<file path="src/rtl/fle_pkg.sv">
package fle_pkg;
  typedef enum logic [1:0] {
    FLE_SZ1 = 2'b00,
    FLE_SZ2 = 2'b01,
    FLE_SZ4 = 2'b10,
    FLE_SZ8 = 2'b11
  } fle_size_e;

  typedef enum logic {
    FLE_BEAT_FIELD   = 1'b0,
    FLE_BEAT_SUMMARY = 1'b1
  } fle_beat_e;
endpackage

</file>
<file path="src/rtl/fle_align_calc.sv">
module fle_align_calc #(
  parameter int OFFS_W = 16,
  parameter int LG_W   = 2,
  localparam int EXT_W = OFFS_W + 1,
  localparam int PAD_W = (2 ** LG_W) - 1
) (
  input  logic [EXT_W-1:0] cur_end,
  input  logic [LG_W-1:0]  size_lg,
  output logic [PAD_W-1:0] pad,
  output logic [EXT_W-1:0] start
);
  logic [EXT_W-1:0] mask;
  logic [EXT_W-1:0] gap;

  always_comb begin
    mask  = ({{(EXT_W-1){1'b0}}, 1'b1} << size_lg) - {{(EXT_W-1){1'b0}}, 1'b1};
    gap   = (~cur_end + {{(EXT_W-1){1'b0}}, 1'b1}) & mask;
    pad   = gap[PAD_W-1:0];
    start = cur_end + gap;
  end
endmodule

</file>
<file path="src/rtl/fle_record_acc.sv">
module fle_record_acc #(
  parameter int OFFS_W = 16,
  parameter int LG_W   = 2,
  localparam int EXT_W = OFFS_W + 1
) (
  input  logic             clk,
  input  logic             rst_n,
  input  logic             fld_take,
  input  logic             fld_last,
  input  logic [LG_W-1:0]  fld_lg,
  input  logic [EXT_W-1:0] fld_end,
  input  logic             sum_issue,
  output logic [EXT_W-1:0] cur_end,
  output logic [LG_W-1:0]  max_lg,
  output logic             ovf_q,
  output logic             sum_pend
);
  logic [EXT_W-1:0] end_d;
  logic [LG_W-1:0]  max_d;
  logic             ovf_d;
  logic             pend_d;
  logic             acc_en;

  always_comb begin
    acc_en = fld_take | sum_issue;
    end_d  = cur_end;
    max_d  = max_lg;
    ovf_d  = ovf_q;
    pend_d = sum_pend;
    if (sum_issue) begin
      end_d  = '0;
      max_d  = '0;
      ovf_d  = 1'b0;
      pend_d = 1'b0;
    end else if (fld_take) begin
      end_d  = fld_end;
      max_d  = (fld_lg > max_lg) ? fld_lg : max_lg;
      ovf_d  = ovf_q | fld_end[OFFS_W];
      pend_d = fld_last;
    end
  end

  always_ff @(posedge clk or negedge rst_n) begin
    if (!rst_n) begin
      cur_end  <= '0;
      max_lg   <= '0;
      ovf_q    <= 1'b0;
      sum_pend <= 1'b0;
    end else if (acc_en) begin
      cur_end  <= end_d;
      max_lg   <= max_d;
      ovf_q    <= ovf_d;
      sum_pend <= pend_d;
    end
  end

  // a record's state starts from zero after its summary
  a_r8_fresh_record: assert property (@(posedge clk) disable iff (!rst_n)
    sum_issue |=> (cur_end == '0) && (max_lg == '0) && !ovf_q);
endmodule

</file>
<file path="src/rtl/fle_out_stage.sv">
module fle_out_stage #(
  parameter int OFFS_W = 16,
  parameter int LG_W   = 2,
  localparam int PAD_W   = (2 ** LG_W) - 1,
  localparam int ALIGN_W = (2 ** LG_W)
) (
  input  logic               clk,
  input  logic               rst_n,
  input  logic               load,
  input  logic               ld_is_sum,
  input  logic [OFFS_W-1:0]  ld_offset,
  input  logic [PAD_W-1:0]   ld_pad,
  input  logic [ALIGN_W-1:0] ld_align,
  input  logic [OFFS_W-1:0]  ld_total,
  input  logic               ld_ovf,
  input  logic               out_ready,
  output logic               slot_free,
  output logic               out_valid,
  output logic               out_is_summary,
  output logic [OFFS_W-1:0]  out_offset,
  output logic [PAD_W-1:0]   out_pad,
  output logic [ALIGN_W-1:0] out_align,
  output logic [OFFS_W-1:0]  out_total,
  output logic               out_overflow
);
  logic valid_d;

  always_comb begin
    slot_free = ~out_valid | out_ready;
    if (load)           valid_d = 1'b1;
    else if (out_ready) valid_d = 1'b0;
    else                valid_d = out_valid;
  end

  always_ff @(posedge clk or negedge rst_n) begin
    if (!rst_n) out_valid <= 1'b0;
    else        out_valid <= valid_d;
  end

  always_ff @(posedge clk or negedge rst_n) begin
    if (!rst_n) begin
      out_is_summary <= 1'b0;
      out_offset     <= '0;
      out_pad        <= '0;
      out_align      <= '0;
      out_total      <= '0;
      out_overflow   <= 1'b0;
    end else if (load) begin
      out_is_summary <= ld_is_sum;
      out_offset     <= ld_offset;
      out_pad        <= ld_pad;
      out_align      <= ld_align;
      out_total      <= ld_total;
      out_overflow   <= ld_ovf;
    end
  end

  // a stalled beat keeps every field
  a_r10_hold_stalled: assert property (@(posedge clk) disable iff (!rst_n)
    (out_valid && !out_ready) |=> out_valid && $stable(out_offset) && $stable(out_total)
      && $stable(out_pad) && $stable(out_align) && $stable(out_is_summary));

  // field offsets sit on their own size
  a_r2_offset_aligned: assert property (@(posedge clk) disable iff (!rst_n)
    (out_valid && !out_is_summary && !out_overflow) |->
      ((out_offset & (OFFS_W'(out_align) - 1'b1)) == '0));

  // alignment is always a single power of two
  a_r5_align_pow2: assert property (@(posedge clk) disable iff (!rst_n)
    out_valid |-> $onehot(out_align));

  // the padded total is a multiple of the record alignment
  a_r6_total_multiple: assert property (@(posedge clk) disable iff (!rst_n)
    (out_valid && out_is_summary && !out_overflow) |->
      ((out_total & (OFFS_W'(out_align) - 1'b1)) == '0));
endmodule

</file>
<file path="src/rtl/field_layout_engine.sv">
module field_layout_engine #(
  parameter int OFFS_W = 16,
  parameter int LG_W   = 2,
  localparam int EXT_W   = OFFS_W + 1,
  localparam int PAD_W   = (2 ** LG_W) - 1,
  localparam int ALIGN_W = (2 ** LG_W)
) (
  input  logic               clk,
  input  logic               rst_n,
  input  logic               in_valid,
  output logic               in_ready,
  input  logic [LG_W-1:0]    in_size,
  input  logic               in_last,
  output logic               out_valid,
  input  logic               out_ready,
  output logic               out_is_summary,
  output logic [OFFS_W-1:0]  out_offset,
  output logic [PAD_W-1:0]   out_pad,
  output logic [ALIGN_W-1:0] out_align,
  output logic [OFFS_W-1:0]  out_total,
  output logic               out_overflow
);
  import fle_pkg::*;

  logic               slot_free;
  logic               fld_take;
  logic               sum_issue;
  logic [EXT_W-1:0]   cur_end;
  logic [LG_W-1:0]    max_lg;
  logic               ovf_q;
  logic               sum_pend;
  logic [PAD_W-1:0]   fld_pad;
  logic [EXT_W-1:0]   fld_start;
  logic [EXT_W-1:0]   fld_end;
  logic [PAD_W-1:0]   tail_pad;
  logic [EXT_W-1:0]   rec_total;
  logic               ld_is_sum;
  logic [OFFS_W-1:0]  ld_offset;
  logic [PAD_W-1:0]   ld_pad;
  logic [ALIGN_W-1:0] ld_align;
  logic [OFFS_W-1:0]  ld_total;
  logic               ld_ovf;

  fle_align_calc #(.OFFS_W(OFFS_W), .LG_W(LG_W)) u_field_calc (
    .cur_end (cur_end),
    .size_lg (in_size),
    .pad     (fld_pad),
    .start   (fld_start)
  );

  fle_align_calc #(.OFFS_W(OFFS_W), .LG_W(LG_W)) u_tail_calc (
    .cur_end (cur_end),
    .size_lg (max_lg),
    .pad     (tail_pad),
    .start   (rec_total)
  );

  always_comb begin
    in_ready  = ~sum_pend & slot_free;
    fld_take  = in_valid & in_ready;
    sum_issue = sum_pend & slot_free;
    fld_end   = fld_start + (EXT_W'(1) << in_size);
    if (sum_pend) begin
      ld_is_sum = FLE_BEAT_SUMMARY;
      ld_offset = cur_end[OFFS_W-1:0];
      ld_pad    = tail_pad;
      ld_align  = ALIGN_W'(1) << max_lg;
      ld_total  = rec_total[OFFS_W-1:0];
      ld_ovf    = ovf_q | rec_total[OFFS_W];
    end else begin
      ld_is_sum = FLE_BEAT_FIELD;
      ld_offset = fld_start[OFFS_W-1:0];
      ld_pad    = fld_pad;
      ld_align  = ALIGN_W'(1) << in_size;
      ld_total  = fld_end[OFFS_W-1:0];
      ld_ovf    = ovf_q | fld_end[OFFS_W];
    end
  end

  fle_record_acc #(.OFFS_W(OFFS_W), .LG_W(LG_W)) u_acc (
    .clk       (clk),
    .rst_n     (rst_n),
    .fld_take  (fld_take),
    .fld_last  (in_last),
    .fld_lg    (in_size),
    .fld_end   (fld_end),
    .sum_issue (sum_issue),
    .cur_end   (cur_end),
    .max_lg    (max_lg),
    .ovf_q     (ovf_q),
    .sum_pend  (sum_pend)
  );

  fle_out_stage #(.OFFS_W(OFFS_W), .LG_W(LG_W)) u_out (
    .clk            (clk),
    .rst_n          (rst_n),
    .load           (fld_take | sum_issue),
    .ld_is_sum      (ld_is_sum),
    .ld_offset      (ld_offset),
    .ld_pad         (ld_pad),
    .ld_align       (ld_align),
    .ld_total       (ld_total),
    .ld_ovf         (ld_ovf),
    .out_ready      (out_ready),
    .slot_free      (slot_free),
    .out_valid      (out_valid),
    .out_is_summary (out_is_summary),
    .out_offset     (out_offset),
    .out_pad        (out_pad),
    .out_align      (out_align),
    .out_total      (out_total),
    .out_overflow   (out_overflow)
  );

  // taking the last field closes the input for the next cycle
  a_r7_ready_drops: assert property (@(posedge clk) disable iff (!rst_n)
    (in_valid && in_ready && in_last) |=> !in_ready);

  // each accepted field appears as a field beat on the next cycle
  a_r1_field_beat: assert property (@(posedge clk) disable iff (!rst_n)
    (in_valid && in_ready) |=> (out_valid && !out_is_summary));
endmodule

</file>
<file path="config.mk">
export PLATFORM = sky130hd
export DESIGN_NAME = field_layout_engine
export DESIGN_NICKNAME = d
export VERILOG_FILES = /design/src/rtl/fle_pkg.sv /design/src/rtl/fle_align_calc.sv /design/src/rtl/fle_record_acc.sv /design/src/rtl/fle_out_stage.sv /design/src/rtl/field_layout_engine.sv
export SDC_FILE = /design/constraint.sdc
export NUM_CORES = 1
export LEC_CHECK = 0
export BUFFER_PORTS_ARGS = -buffer_cell sky130_fd_sc_hd__buf_2
export CAP_MARGIN = 20
export CORE_MARGIN = 2
export CORE_UTILIZATION = 55
export DETAILED_ROUTE_END_ITERATION = 10
export MAX_ROUTING_LAYER = met4
export PLACE_DENSITY = 0.78
export SYNTH_ARGS = -nofsm -noshare
export SYNTH_HDL_FRONTEND = slang
export SYNTH_SLANG_ARGS = --single-unit
</file>
<file path="constraint.sdc">
create_clock -name clk -period 4.2 [get_ports clk]
set_clock_uncertainty 0.15 [all_clocks]
set_input_delay 0.84 -clock clk [delete_from_list [all_inputs] [get_ports clk]]
set_output_delay 0.84 -clock clk [all_outputs]
set_load 0.02 [all_outputs]
</file>
# == After elaboration in Yosys (flattened, before gate mapping) ==
# Index checks and enable logic that the tools add are counted.
# totals
ff_bits,63
latch_bits,0
ram_bits,0
mem_bits_ro,0
input_bits,7
output_inout_bits,43
elab_cells,56
memories,0
# classes
add_sub_neg,6
mul,0
div,0
n_lt_le_gt_ge,1
n_eq_ne,0
shifts,4
n_mux,17
n_bitwise,12
reduce_logical,5
# op_table
op,count
$add 17x17->17,3
$and 17x17->17,2
$mux 17,2
$shl 1x2->17 const A,2
$sub 17x1->17 const B,2
$mux 16,2
$add 17x1->17 const B,1
$not 17->17,1
$mux 1,8
$shl 1x2->4 const A,2
$mux 2,3
$reduce_bool 2->1,3
$mux 4,1
$or 1x1->1,4
$and 1x1->1,3
$mux 3,1
$reduce_and 3->1,1
$gt 2x2->1,1
$not 1->1,2
$reduce_and 2->1,1

# == Longest topological paths before layout ==
# Gate-level depths: netlist of run 1.
# logic_depth
word_depth,8
depth_mapped,21
mapped_depth_nobuf,18

# == Hierarchy ==
# A second synthesis of run 1 with hierarchy kept.
# unflattened
cells_unflattened,654
hier_area_um2,5992.0
# by_module_without_submodules
module,n_inst,cells_per_inst,area_per_inst_um2,seq_area_each_um2
fle_align_calc,2,172,1142.3,0.0
fle_out_stage,1,90,1762.9,1051.0
field_layout_engine,1,144,1022.2,0.0
fle_record_acc,1,76,922.1,525.5

# == Worst setup path before layout of run 1 ==
# OpenSTA, ideal clock, no wires.
# synth_path
path_kind,input to register
start,in in_size[1]
end,reg u_out.out_overflow
setup_time_ps,133
arrival_ps,4237
required_ps,3917
path_slack_ps,-320
stages,19
n_path_buf,3
cell_sequence,clkbuf_1 > nor2_1 > inv_1 > ha_1 > nand2b_1 > clkbuf_1 > nor2_1 > ha_1 > a21o_1 > and2_1 > a311o_1 > nor2_1 > or3_1 > buf_4 > nand4b_1 > a221oi_2 > o2111ai_1 > xnor2_1 > o22ai_1
# synth_between
elab_chain_len,7
# synth_rtl
element,line,rtl
"start, declared",field_layout_engine.sv:12,"input logic [LG_W-1:0] in_size,"
$shl 1x2->17 *,"fle_align_calc.sv:16, field_layout_engine.sv:62",
$sub 17x1->17,fle_align_calc.sv:16,"mask = ({{(EXT_W-1){1'b0}}, 1'b1} << size_lg) - {{(EXT_W-1){1'b0}}, 1'b1};"
$and 17x17->17,fle_align_calc.sv:17,"gap = (~cur_end + {{(EXT_W-1){1'b0}}, 1'b1}) & mask;"
$add 17x17->17,fle_align_calc.sv:19,start = cur_end + gap;
$add 17x17->17 *,field_layout_engine.sv:62,fld_end = fld_start + (EXT_W'(1) << in_size);
$or 1x1->1 *,field_layout_engine.sv:76,ld_ovf = ovf_q | fld_end[OFFS_W];
$mux 1 *,field_layout_engine.sv:63,if (sum_pend) begin
"end signal, assigned",fle_out_stage.sv:54,out_overflow <= ld_ovf;
"end, declared",fle_out_stage.sv:24,output logic out_overflow
# Mark *: on every way between the ends. The rest lies on a longest branch, timed or not.
# A chain may end at the register's enable or synchronous reset.

# == Worst setup path after layout of run 1 ==
# layout_path
start,reg u_acc.cur_end[1]
end,reg u_out.out_total[15]
# layout_between
elab_chain_len,6
word_cells_on_any_way,8
cone_classes,add/sub: 4; mux: 1; bitwise: 3
# layout_rtl
element,line,rtl
"start, declared",fle_record_acc.sv:13,"output logic [EXT_W-1:0] cur_end,"
"start signal, assigned",fle_record_acc.sv:50,cur_end <= end_d;
$not 17->17,fle_align_calc.sv:17,
$add 17x1->17,fle_align_calc.sv:17,
$and 17x17->17,fle_align_calc.sv:17,
$add 17x17->17,fle_align_calc.sv:19,
$add 17x17->17,field_layout_engine.sv:62,
$mux 16 *,field_layout_engine.sv:63,
"end signal, assigned",fle_out_stage.sv:53,out_total <= ld_total;
"end, declared",fle_out_stage.sv:23,"output logic [OFFS_W-1:0] out_total,"
# Marked as above.

==> results of run 1 <==
## through the flow
step                      TNS, ns  setup slack [ns]
after floorplan                 0            0.0172
after global placement      -1.17            -0.177
after detailed placement    -3.24            -0.316
after CTS                       0            0.0192
after global routing        -1.09            -0.168
final                     -0.0353           -0.0192
## per-layer routing
layer	wire (um)	share of wire (%)
met5	0	0
met4	429	2.4
met3	2010	11
met2	8450	46
met1	7350	40
## state kept, by name, summed over array words and instances, names as in the netlist
signal and flops:
u_out.out_is_summary 1, u_out.out_total 16, u_out.out_offset 16, u_out.out_align 4
u_acc.sum_pend 1, u_out.out_pad 3, u_acc.max_lg 2, u_acc.cur_end 17
u_out.out_overflow 1, u_out.out_valid 1, u_acc.ovf_q 1
## critical path, stage by stage, from the launching register on
cell and delay, ns:
dfrtp_1 0.39, inv_2 0.09, ha_4 0.14, or3b_4 0.41, o31ai_4 0.26, nand2_2 0.11, nor2_4 0.14, ha_4 0.21
a21o_1 0.20, and2_1 0.16, a311o_1 0.35, nor2_2 0.18, or3_4 0.18, nand4b_1 0.14, a221oi_2 0.38, buf_4 0.18
nand4_1 0.13, xnor2_2 0.21, a21oi_1 0.09
## worst paths after layout
| kind | start | endpoint | slack [ns] | cells after the start |
|---|---|---|---|---|
| max in group asynchronous | rst_n | u_out.out_is_summary | 2.83 | 3 |
| worst max register to register | u_acc.cur_end[1] | u_out.out_total[15] | -0.02 | 18 |
| worst min-delay path | rst_n | u_acc.cur_end[3] | 0.28 | 1 |
| min in group clk | u_out.out_offset[0] | u_out.out_offset[0] | 0.33 | 2 |
| worst min register to register | u_out.out_offset[0] | u_out.out_offset[0] | 0.33 | 2 |
| worst max-delay path | u_acc.cur_end[1] | u_out.out_total[15] | -0.02 | 18 |
## layout by cell type (no fill, tap or decap), types with 6 or more instances in the layout
master | synthesis | routed
or4_1 | 6 | 6
o21ai_0 | 61 | 56
a22oi_1 | 15 | 14
nand3_1 | 27 | 25
mux2i_1 | 10 | 10
o31ai_1 | 13 | 11
buf_4 | 5 | 104
nor4_1 | 9 | 8
nand2_1 | 84 | 81
nor2_1 | 72 | 67
inv_1 | 18 | 15
nor3_1 | 13 | 13
nand4_1 | 9 | 9
clkbuf_8 | 0 | 10
a31oi_1 | 13 | 13
xnor2_1 | 25 | 20
dfrtp_1 | 63 | 63
or3_1 | 7 | 6
ha_1 | 13 | 10
o22ai_1 | 11 | 11
nand2b_1 | 9 | 9
buf_2 | 8 | 49
a21oi_1 | 37 | 36
xor2_1 | 11 | 10
o21ai_1 | 3 | 8
and2_1 | 10 | 10
nor2b_1 | 11 | 11
## report_power, final
| part | total [W] | internal, W | switching (W) |
|---|---|---|---|
| clock | 0.000587 | 0.000345 | 0.000242 |
| sequential | 0.00105 | 0.000840 | 0.000213 |
| combinational | 0.00312 | 0.00124 | 0.00188 |
| total | 0.00476 | 0.00243 | 0.00233 |
## what timing repair did
action                                  CTS  global route
gates resized for setup                   2            34
endpoints found under the setup margin    4            17
setup buffers                             0             5
cloned                                    0             0
pin swaps                                 1            17
## cells by family after synthesis
| group | count (synthesis) |
|---|---|
| AOI/OAI and AO/OA | 215 |
| xor gates and xnor gates | 36 |
| adders and majority gates | 15 |
| buffers and inverters | 77 |
| DFF | 63 |
| muxes | 14 |
| and+or+nand+nor | 294 |
## final cells by class
type	instances	area share [%]
flip-flops and latches	63	23.0
clock inverters	4	1.02
well taps	133	2.43
multi-input cells	574	55.2
clock buffers	11	2.06
repair buffers	154	15.3
inverters	19	1.04
==> qor.csv, run 1 <==
stage;metric;value;unit
yosys;synthCells;714;
yosys;synth_fa_ha_area_share;3.50;%
global_route;grt_pass1_vias;5692;
yosys;syn_nets;735;
clocking;cts_tree;built;
finish;nFillCells;779;
timing;period_minus_slack;4.22;ns
routing;drc;0;
critical_path;endpoint_kind;register;
clocking;clkSlewWorstSetupHoldPaths;0.07;ns
critical_path;critPathRequiredTime;4.28;ns
yosys;synthMuxAreaShare;2.84;%
global_route;grt_max_degree;55;
finish;area_delta_synth_final;24.5;%
yosys;ys_seq_elements;63;
routing;routed_via_density;6.40;
critical_path;cp_max_fo;4;
global_route;antenna_found_initial;0;
finish;drive_gt1_share;27.9;%
routing;detail_route.wl_per_cell;19.0;um
power_and_ir_drop;power;0.00476;W
yosys;syn_area_per_cell;7.72;um2
timing;max_freq;237;MHz
timing;setup_viol;2;
floorplanning;ioPinCount;50;
global_route;grtUsageMet1;46.3;%
clocking;cts_max_level;3;
timing;drv_slew;0;
global_route;grt.busiest_layer;met2;
floorplanning;core;9730;um2
yosys;synth_warnings;0;
yosys;synthArstFlopShare;100;%
timing;worst_pin_slew;0.787;ns
finish;final_nets;842;
critical_path;worst-setup-path-type;register to register;
yosys;synth_top_area_share;28.6;%
placement;io_buffers;49;
clocking;cts_buffers;9;
routing;drt-initial-drc-count;647;
status;status;finished, violations left;
global_route;overflow;0;
timing;slew-limit-headroom;47.4;%
global_route;grt_util_met3;6.83;%
routing;totalWireLength;18200;um
timing;rsz0062_at_grt;true;
yosys;ys.flop_type;dfrtp_1;
timing;fin_ws;-0.0192;ns
floorplanning;die_area;10800;um2
floorplanning;die_w;104;um
global_route;grt_usage;34.3;%
timing;whs;0.279;ns
critical_path;worstPathArrival;4.30;ns
clocking;cts_root_buffer;clkbuf_8;
global_route;grt_pass1_wl;29300;um
routing;dr.pass1.iters;6;
run;cap_violations;0;
min_path;hold_path_class;input port to async pin;
clocking;clockBufferDepth;2;
yosys;synth-simple-area-share;27.3;%
floorplanning;row_count;36;
power_and_ir_drop;max-vdd-ir-drop;361;uV
yosys;synth_top_family_by_area;simple AND/OR/NAND/NOR gates;
routing;vias;6133;
power_and_ir_drop;p_leak;2.97;nW
finish;stdcell_area;6860;um2
placement;placed_cell_area;6430;um2
floorplanning;start_util;56.6;%
placement;dp_hpwl;13500;um
yosys;synth_common_cells;nand2_1 (84), nor2_1 (72), dfrtp_1 (63);
clocking;cts.sinks;63;
clocking;insertion_delay;0.35;ns
global_route;grt.met2_usage;53.0;%
yosys;ys_types;82;
finish;multi_input_area;3780;um2
power_and_ir_drop;power_density;695;nW/um2
finish;seq_area;1580;um2
timing;hold_viol_final;0;
placement;dpl.cell_count;937;
timing;fin_crit_sh;100;%
yosys;yosys.area.top_type;dfrtp_1;
placement;gp_congestion;1.00;
clocking;cts_hold_buf;0;
yosys;synth-xor-area-share;5.72;%
yosys;synth_area;5510;um2
finish;fin_cells;958;
yosys;yosysMostFrequentCell;nand2_1;
critical_path;worstSetupStartpointType;register;
status;violations;negative setup slack;
routing;antenna_left;0;
yosys;synth_compound_area_share;26.1;%
yosys;synth_area_leaders;dfrtp_1 (29%), nand2_1 (5.7%), o21ai_0 (5.5%);
yosys;synth.yosys.seq_area_share;28.6;%
floorplanning;die_height;104;um
finish;final_core_utilization;70.5;%
yosys;synth_edf_count;0;
finish;n_antenna_cell;0;
(Power assumes the default switching activity.)
==> run 2, diff against run 1 <==
CORE_MARGIN = 5   (was 2)
CORE_UTILIZATION = 37   (was 55)
PLACE_DENSITY = unset   (was 0.78)
==> run 2 against run 1 <==
The run now ends clean; global-route usage decreased by 12 points; via count decreased by 3.5%; cell count increased by 5.1%; largest cell class unchanged.
==> qor.csv, run 2 (synthesis results as in run 1) <==
stage;metric;value;unit;change
status;status;finished clean;;
min_path;worstHoldEndpoint;u_out.out_total[0];;
timing;slew-limit-headroom;35.6;%;-12 points
finish;layout_commonest_cell;buf_4;;
routing;vias;5920;;-3.5%
critical_path;rr_endpoint;u_acc.cur_end[16];;
timing;tns;0;ns;+0.0353 ns
clocking;cts_hold_buf;0;;unchanged
finish;final_core_utilization;48.1;%;-22 points
floorplanning;die_w;132;um;+27%
timing;setup_viol;0;;-2
critical_path;critPathRequiredTime;4.23;ns;-0.05 ns
routing;dr.pass1.iters;6;;unchanged
power_and_ir_drop;max-vdd-ir-drop;259;uV;-28%
placement;io_buffers;49;;unchanged
clocking;clockBufferDepth;2;;unchanged
timing;drv_slew;0;;unchanged
floorplanning;ioPinCount;50;;unchanged
timing;fin_crit_sh;96.6;%;-3.8 points
critical_path;worst-setup-path-type;input port to register;;
timing;worst_pin_slew;0.967;ns;+0.179 ns
timing;max_freq;246;MHz;+4.0%
clocking;cts_max_level;3;;unchanged
critical_path;worstSetupStartpointType;input port;;
placement;placed_cell_area;6490;um2;+0.88%
min_path;min-delay-start;u_out.out_total[0];;
floorplanning;core;14600;um2;+50%
finish;final_nets;839;;-0.36%
floorplanning;row_count;44;;+22%
global_route;grt_pass1_vias;5727;;+0.61%
global_route;grt_max_degree;41;;-25%
routing;antenna_left;0;;unchanged
finish;reg_top3;u_acc.cur_end: 17 flops, u_out.out_offset: 16 flops, u_out.out_total: 16 flops;;
clocking;cts_buffers;9;;unchanged
power_and_ir_drop;power;0.00491;W;+3.1%
clocking;insertion_delay;0.33;ns;-0.02 ns
min_path;holdPathStages;2;;
clocking;cts_root_buffer;clkbuf_16;;
global_route;antenna_found_initial;0;;unchanged
critical_path;ff2ff_setup_slack;0.16;ns;+0.18 ns
finish;area_delta_synth_final;27.4;%;
clocking;cts.sinks;63;;unchanged
critical_path;r2r-start;u_acc.cur_end[0];;
floorplanning;die_height;132;um;+27%
routing;drc;0;;unchanged
global_route;overflow;0;;unchanged
min_path;hold_path_class;register to register;;
timing;period_minus_slack;4.06;ns;-0.160 ns
placement;dp_hpwl;14200;um;+4.9%
critical_path;endpoint_kind;register;;
floorplanning;die_area;17400;um2;+61%
power_and_ir_drop;power_density;700;nW/um2;+0.79%
placement;gp_congestion;0.988;;-1.2%
critical_path;cp_max_fo;7;;+3
routing;totalWireLength;18800;um;+2.9%
finish;drive_gt1_share;27.7;%;-0.18 points
routing;detail_route.wl_per_cell;18.6;um;-2.1%
run;cap_violations;0;;unchanged
finish;final_cell_mix;buf_4 (102), nand2_1 (82), nor2_1 (68);;
finish;largest_reg_flops;17;;unchanged
critical_path;reg2regPathDepth;17;;-1
timing;hold_viol_final;0;;unchanged
finish;largest_register;u_acc.cur_end;;
finish;n_antenna_cell;0;;unchanged
routing;drt-initial-drc-count;607;;-6.2%
global_route;grt_pass1_wl;30800;um;+5.1%
global_route;grt_usage;21.9;%;-12 points
power_and_ir_drop;p_leak;3.03;nW;+1.9%
clocking;clkSlewWorstSetupHoldPaths;0.06;ns;about the same
timing;whs;0.325;ns;+0.0458 ns
floorplanning;start_util;37.8;%;-19 points
timing;rsz0062_at_grt;true;;
clocking;cts_tree;built;;
finish;stdcell_area;7020;um2;+2.3%
routing;routed_via_density;5.88;;-8.2%
critical_path;worstPathArrival;4.09;ns;-0.21 ns
==> run 2: changes by cell type in the layout (fill, tap and decap cells not counted), sizes merged <==
cell and delta:
buf -3, clkinvlp +2, clkbuf -1, clkinv -1, inv +1
==> run 2: what timing repair did <==
| action | CTS | global route |
|---|---|---|
| pin swaps | 2 | 11 |
| setup buffers | 0 | 4 |
| resized for setup | 1 | 33 |
| setup endpoints to repair | 2 | 16 |
==> run 2: report_power, final <==
part	total, W	internal, W	switching [W]	leakage (nW)
Clock	0.000825	0.000538	0.000286	0.155
Combinational	0.00302	0.00120	0.00182	2.10
Sequential	0.00107	0.000841	0.000225	0.777
==> run 2: area by class of cell <==
| class | count | area, um2 |
|---|---|---|
| inverters | 19 | 71.3 |
| fillers | 1368 | 7570 |
| clock inverters | 6 | 92.6 |
| well taps | 184 | 230 |
| flip-flops and latches | 63 | 1580 |
| multi-input cells | 574 | 3800 |
| repair buffers | 151 | 1010 |
| clock buffers | 10 | 239 |
==> run 2: worst max path at each step <==
stage                     from                 end  slack [ns]  depth (start not counted)
floorplan           in_size[1]  u_out.out_overflow        0.02                         19
global placement    in_size[0]  u_out.out_overflow       -0.21                         16
detailed placement  in_size[0]  u_out.out_overflow       -0.33                         16
CTS                 in_size[0]  u_out.out_overflow        0.06                         16
global route        in_size[0]  u_out.out_overflow       -0.06                         18
finish              in_size[0]   u_acc.cur_end[16]        0.14                         16
==> run 2: critical path, stage by stage <==
cell       delay (ns)
buf_2            0.12
buf_4            0.15
and2_1           0.17
inv_1            0.07
ha_1             0.33
nor2b_1          0.19
nand2_1          0.12
a311oi_2         0.31
buf_4            0.18
nor4_4           0.05
or3_4            0.45
mux2i_2          0.20
a221oi_4         0.37
o2111ai_2        0.20
xnor2_2          0.23
o21ai_0          0.10
==> run 2: per-stage QoR <==
step	setup WS (ns)	instances
2_1_floorplan	0.0172	714
3_3_place_gp	-0.213	987
3_5_place_dp	-0.327	987
4_1_cts	0.0577	1003
5_1_grt	-0.0642	1007
6_report	0.141	1007
==> run 2: metal layers <==
metal  GRT usage (%)  share of wire, %  up-vias
li1                -                 -     2816
met1            31.5                47     2837
met2            33.0                45      248
met3            2.52               6.7       19
met4            4.97               1.1        0
met5               -                 0        -
==> run 3, diff against run 2 <==
REMOVE_ABC_BUFFERS = 1   (was unset)
==> run 3 against run 2 <==
First-iteration DRC count up 12%; via count rose by 1.9%; non-clock buffer count rose by 15; global-route usage increased by 0.85 points; cell area increased by 1.1%; sequential share of layout area is 0.25 points lower; cell count up 1.4%; highest routed layer unchanged.
==> qor.csv, run 3 (synthesis results as in run 1) <==
stage;metric;value;unit;change
clocking;clockBufferDepth;2;;unchanged
finish;area_delta_synth_final;28.8;%;
routing;totalWireLength;19400;um;+3.5%
finish;nFillCells;1433;;+4.8%
global_route;grt_max_degree;39;;-4.9%
clocking;clkSlewWorstSetupHoldPaths;0.06;ns;about the same
finish;final_cell_mix;buf_4 (115), nand2_1 (84), nor2_1 (67);;
routing;detail_route.wl_per_cell;19.0;um;+2.1%
placement;dp_hpwl;14700;um;+3.3%
routing;antenna_left;0;;unchanged
clocking;cts.sinks;63;;unchanged
critical_path;crit_path_cell_trace;buf_2 -> buf_8 -> and2_4 -> inv_1 -> ha_1 -> mux2_4 -> or4_4 -> a2111oi_4 -> o21ai_2 -> a21o_1 -> a221oi_2 -> buf_4 -> nand4_1 -> xnor2_2 -> a21oi_1;;
global_route;grt_pass1_vias;5780;;+0.93%
power_and_ir_drop;p_leak;3.07;nW;+1.4%
global_route;antenna_found_initial;0;;unchanged
finish;largest_register;u_acc.cur_end;;
placement;io_buffers;49;;unchanged
power_and_ir_drop;power_density;693;nW/um2;-1.1%
routing;dr.pass1.iters;6;;unchanged
clocking;insertion_delay;0.34;ns;about the same
critical_path;worstPathArrival;4.13;ns;+0.04 ns
floorplanning;start_util;37.8;%;unchanged
timing;period_minus_slack;4.02;ns;-0.0428 ns
min_path;hold_path_class;register to register;;
critical_path;endpoint_kind;register;;
floorplanning;die_height;132;um;unchanged
floorplanning;die_area;17400;um2;unchanged
finish;final_core_utilization;48.6;%;+0.54 points
timing;worst_pin_slew;0.758;ns;-0.208 ns
clocking;cts_buffers;9;;unchanged
critical_path;cp_max_fo;14;;+7
clocking;cts_max_level;3;;unchanged
critical_path;critPathRequiredTime;4.31;ns;+0.08 ns
finish;drive_gt1_share;28.4;%;+0.73 points
finish;n_antenna_cell;0;;unchanged
timing;drv_slew;0;;unchanged
timing;fin_crit_sh;95.6;%;-1.0 points
floorplanning;core;14600;um2;unchanged
clocking;cts_hold_buf;0;;unchanged
critical_path;slowest_delay;0.46;ns;about the same
placement;gp_congestion;1.01;;+2.6%
run;cap_violations;0;;unchanged
placement;dpl.cell_count;1002;;+1.5%
timing;max_freq;249;MHz;+1.1%
floorplanning;die_w;132;um;unchanged
routing;routed_via_density;5.91;;+0.51%
global_route;overflow;0;;unchanged
routing;vias;6033;;+1.9%
global_route;grt_pass1_wl;31500;um;+2.3%
routing;drc;0;;unchanged
status;status;finished clean;;
power_and_ir_drop;max-vdd-ir-drop;285;uV;+10%
floorplanning;row_count;44;;unchanged
floorplanning;ioPinCount;50;;unchanged
finish;final_nets;854;;+1.8%
routing;drt-initial-drc-count;679;;+12%
timing;slew-limit-headroom;49.4;%;+14 points
critical_path;worstSetupStartpointType;input port;;
global_route;grt_usage;22.7;%;+0.85 points
critical_path;slowest_stage;or4_4;;
finish;reg_top3;u_acc.cur_end: 17 flops, u_out.out_offset: 16 flops, u_out.out_total: 16 flops;;
timing;setup_viol;0;;unchanged
finish;largest_reg_flops;17;;unchanged
timing;hold_viol_final;0;;unchanged
finish;fin_cells;1021;;+1.4%
clocking;cts_root_buffer;clkbuf_16;;
finish;layout_commonest_cell;buf_4;;
clocking;cts_tree;built;;
critical_path;worst-setup-path-type;input port to register;;
-- run 3: changes by cell type in the layout (fill, tap and decap cells not counted), moves of 2 or more --
cell | previous run | this run
inv_2 | 3 | 1
a2111oi_2 | 0 | 2
nand2_2 | 2 | 0
a221oi_2 | 0 | 2
nand2_1 | 82 | 84
ha_2 | 2 | 0
inv_1 | 15 | 17
buf_4 | 102 | 115
nor2_2 | 3 | 5
-- run 3: final timing paths --
check | from | to | slack [ns] | cells after the start
min in group asynchronous | rst_n | u_out.out_offset[0] | 0.41 | 1
worst max register to register | u_acc.cur_end[0] | u_out.out_total[13] | 0.20 | 19
max in group asynchronous | rst_n | u_acc.cur_end[15] | 2.71 | 2
worst min-delay path | u_out.out_pad[1] | u_out.out_pad[1] | 0.33 | 2
worst max-delay path | in_size[1] | u_out.out_total[15] | 0.18 | 15
worst min register to register | u_out.out_pad[1] | u_out.out_pad[1] | 0.33 | 2
-- run 3: what timing repair did --
action,in CTS,in global routing
pin swaps,2,13
buffers inserted,1,3
setup endpoints to repair,3,19
resized for setup,4,32
-- run 3: area by class of cell --
| class | count | area [um2] | share of cell area, % |
|---|---|---|---|
| multi-input cells | 574 | 3770 | 53.2 |
| flip-flops and latches | 63 | 1580 | 22.2 |
| repair buffers | 166 | 1140 | 16.1 |
| clock buffers | 12 | 256 | 3.61 |
| well taps | 184 | 230 | 3.24 |
| inverters | 19 | 71.3 | 1.01 |
| clock inverters | 3 | 42.5 | 0.600 |
-- run 3: per-layer routing --
metal / vias up / share of wire (%) / wire [um] / track usage (%)
li1: 2847 / - / - / -
met1: 2922 / 47 / 9180 / 32.7
met2: 227 / 43 / 8450 / 32.1
met3: 37 / 6.1 / 1190 / 3.13
met4: 0 / 3.2 / 614 / 8.74
met5: - / 0 / 0 / -
-- run 3: worst max-delay path: cells and delay by family --
kind            cells  cell delay, ns
compound gates      5            1.19
fa+ha+maj           1            0.33
buf+inv             4            0.50
simple gates        3            0.75
xor+xnor            1            0.18
mux                 1            0.34
-- run 3: metrics by stage --
stage,hold WS [ns],total power [W],cell area (um2),TNS [ns],worst slack (ns)
after floorplan,0.330,0.00278,5260,-1.03,-0.183
after global routing,0.354,0.00525,7100,-0.00518,-0.00518
after global placement,0.304,0.00396,6590,-3.11,-0.302
after detailed placement,0.317,0.00400,6590,-3.79,-0.349
final,0.325,0.00491,7100,0,0.184
after CTS,0.329,0.00477,6910,0,0.0285
-- run 3: where the power goes --
part / internal [W] / switching (W)
sequential: 0.000842 / 0.000214
combinational: 0.00125 / 0.00185
clock: 0.000487 / 0.000273
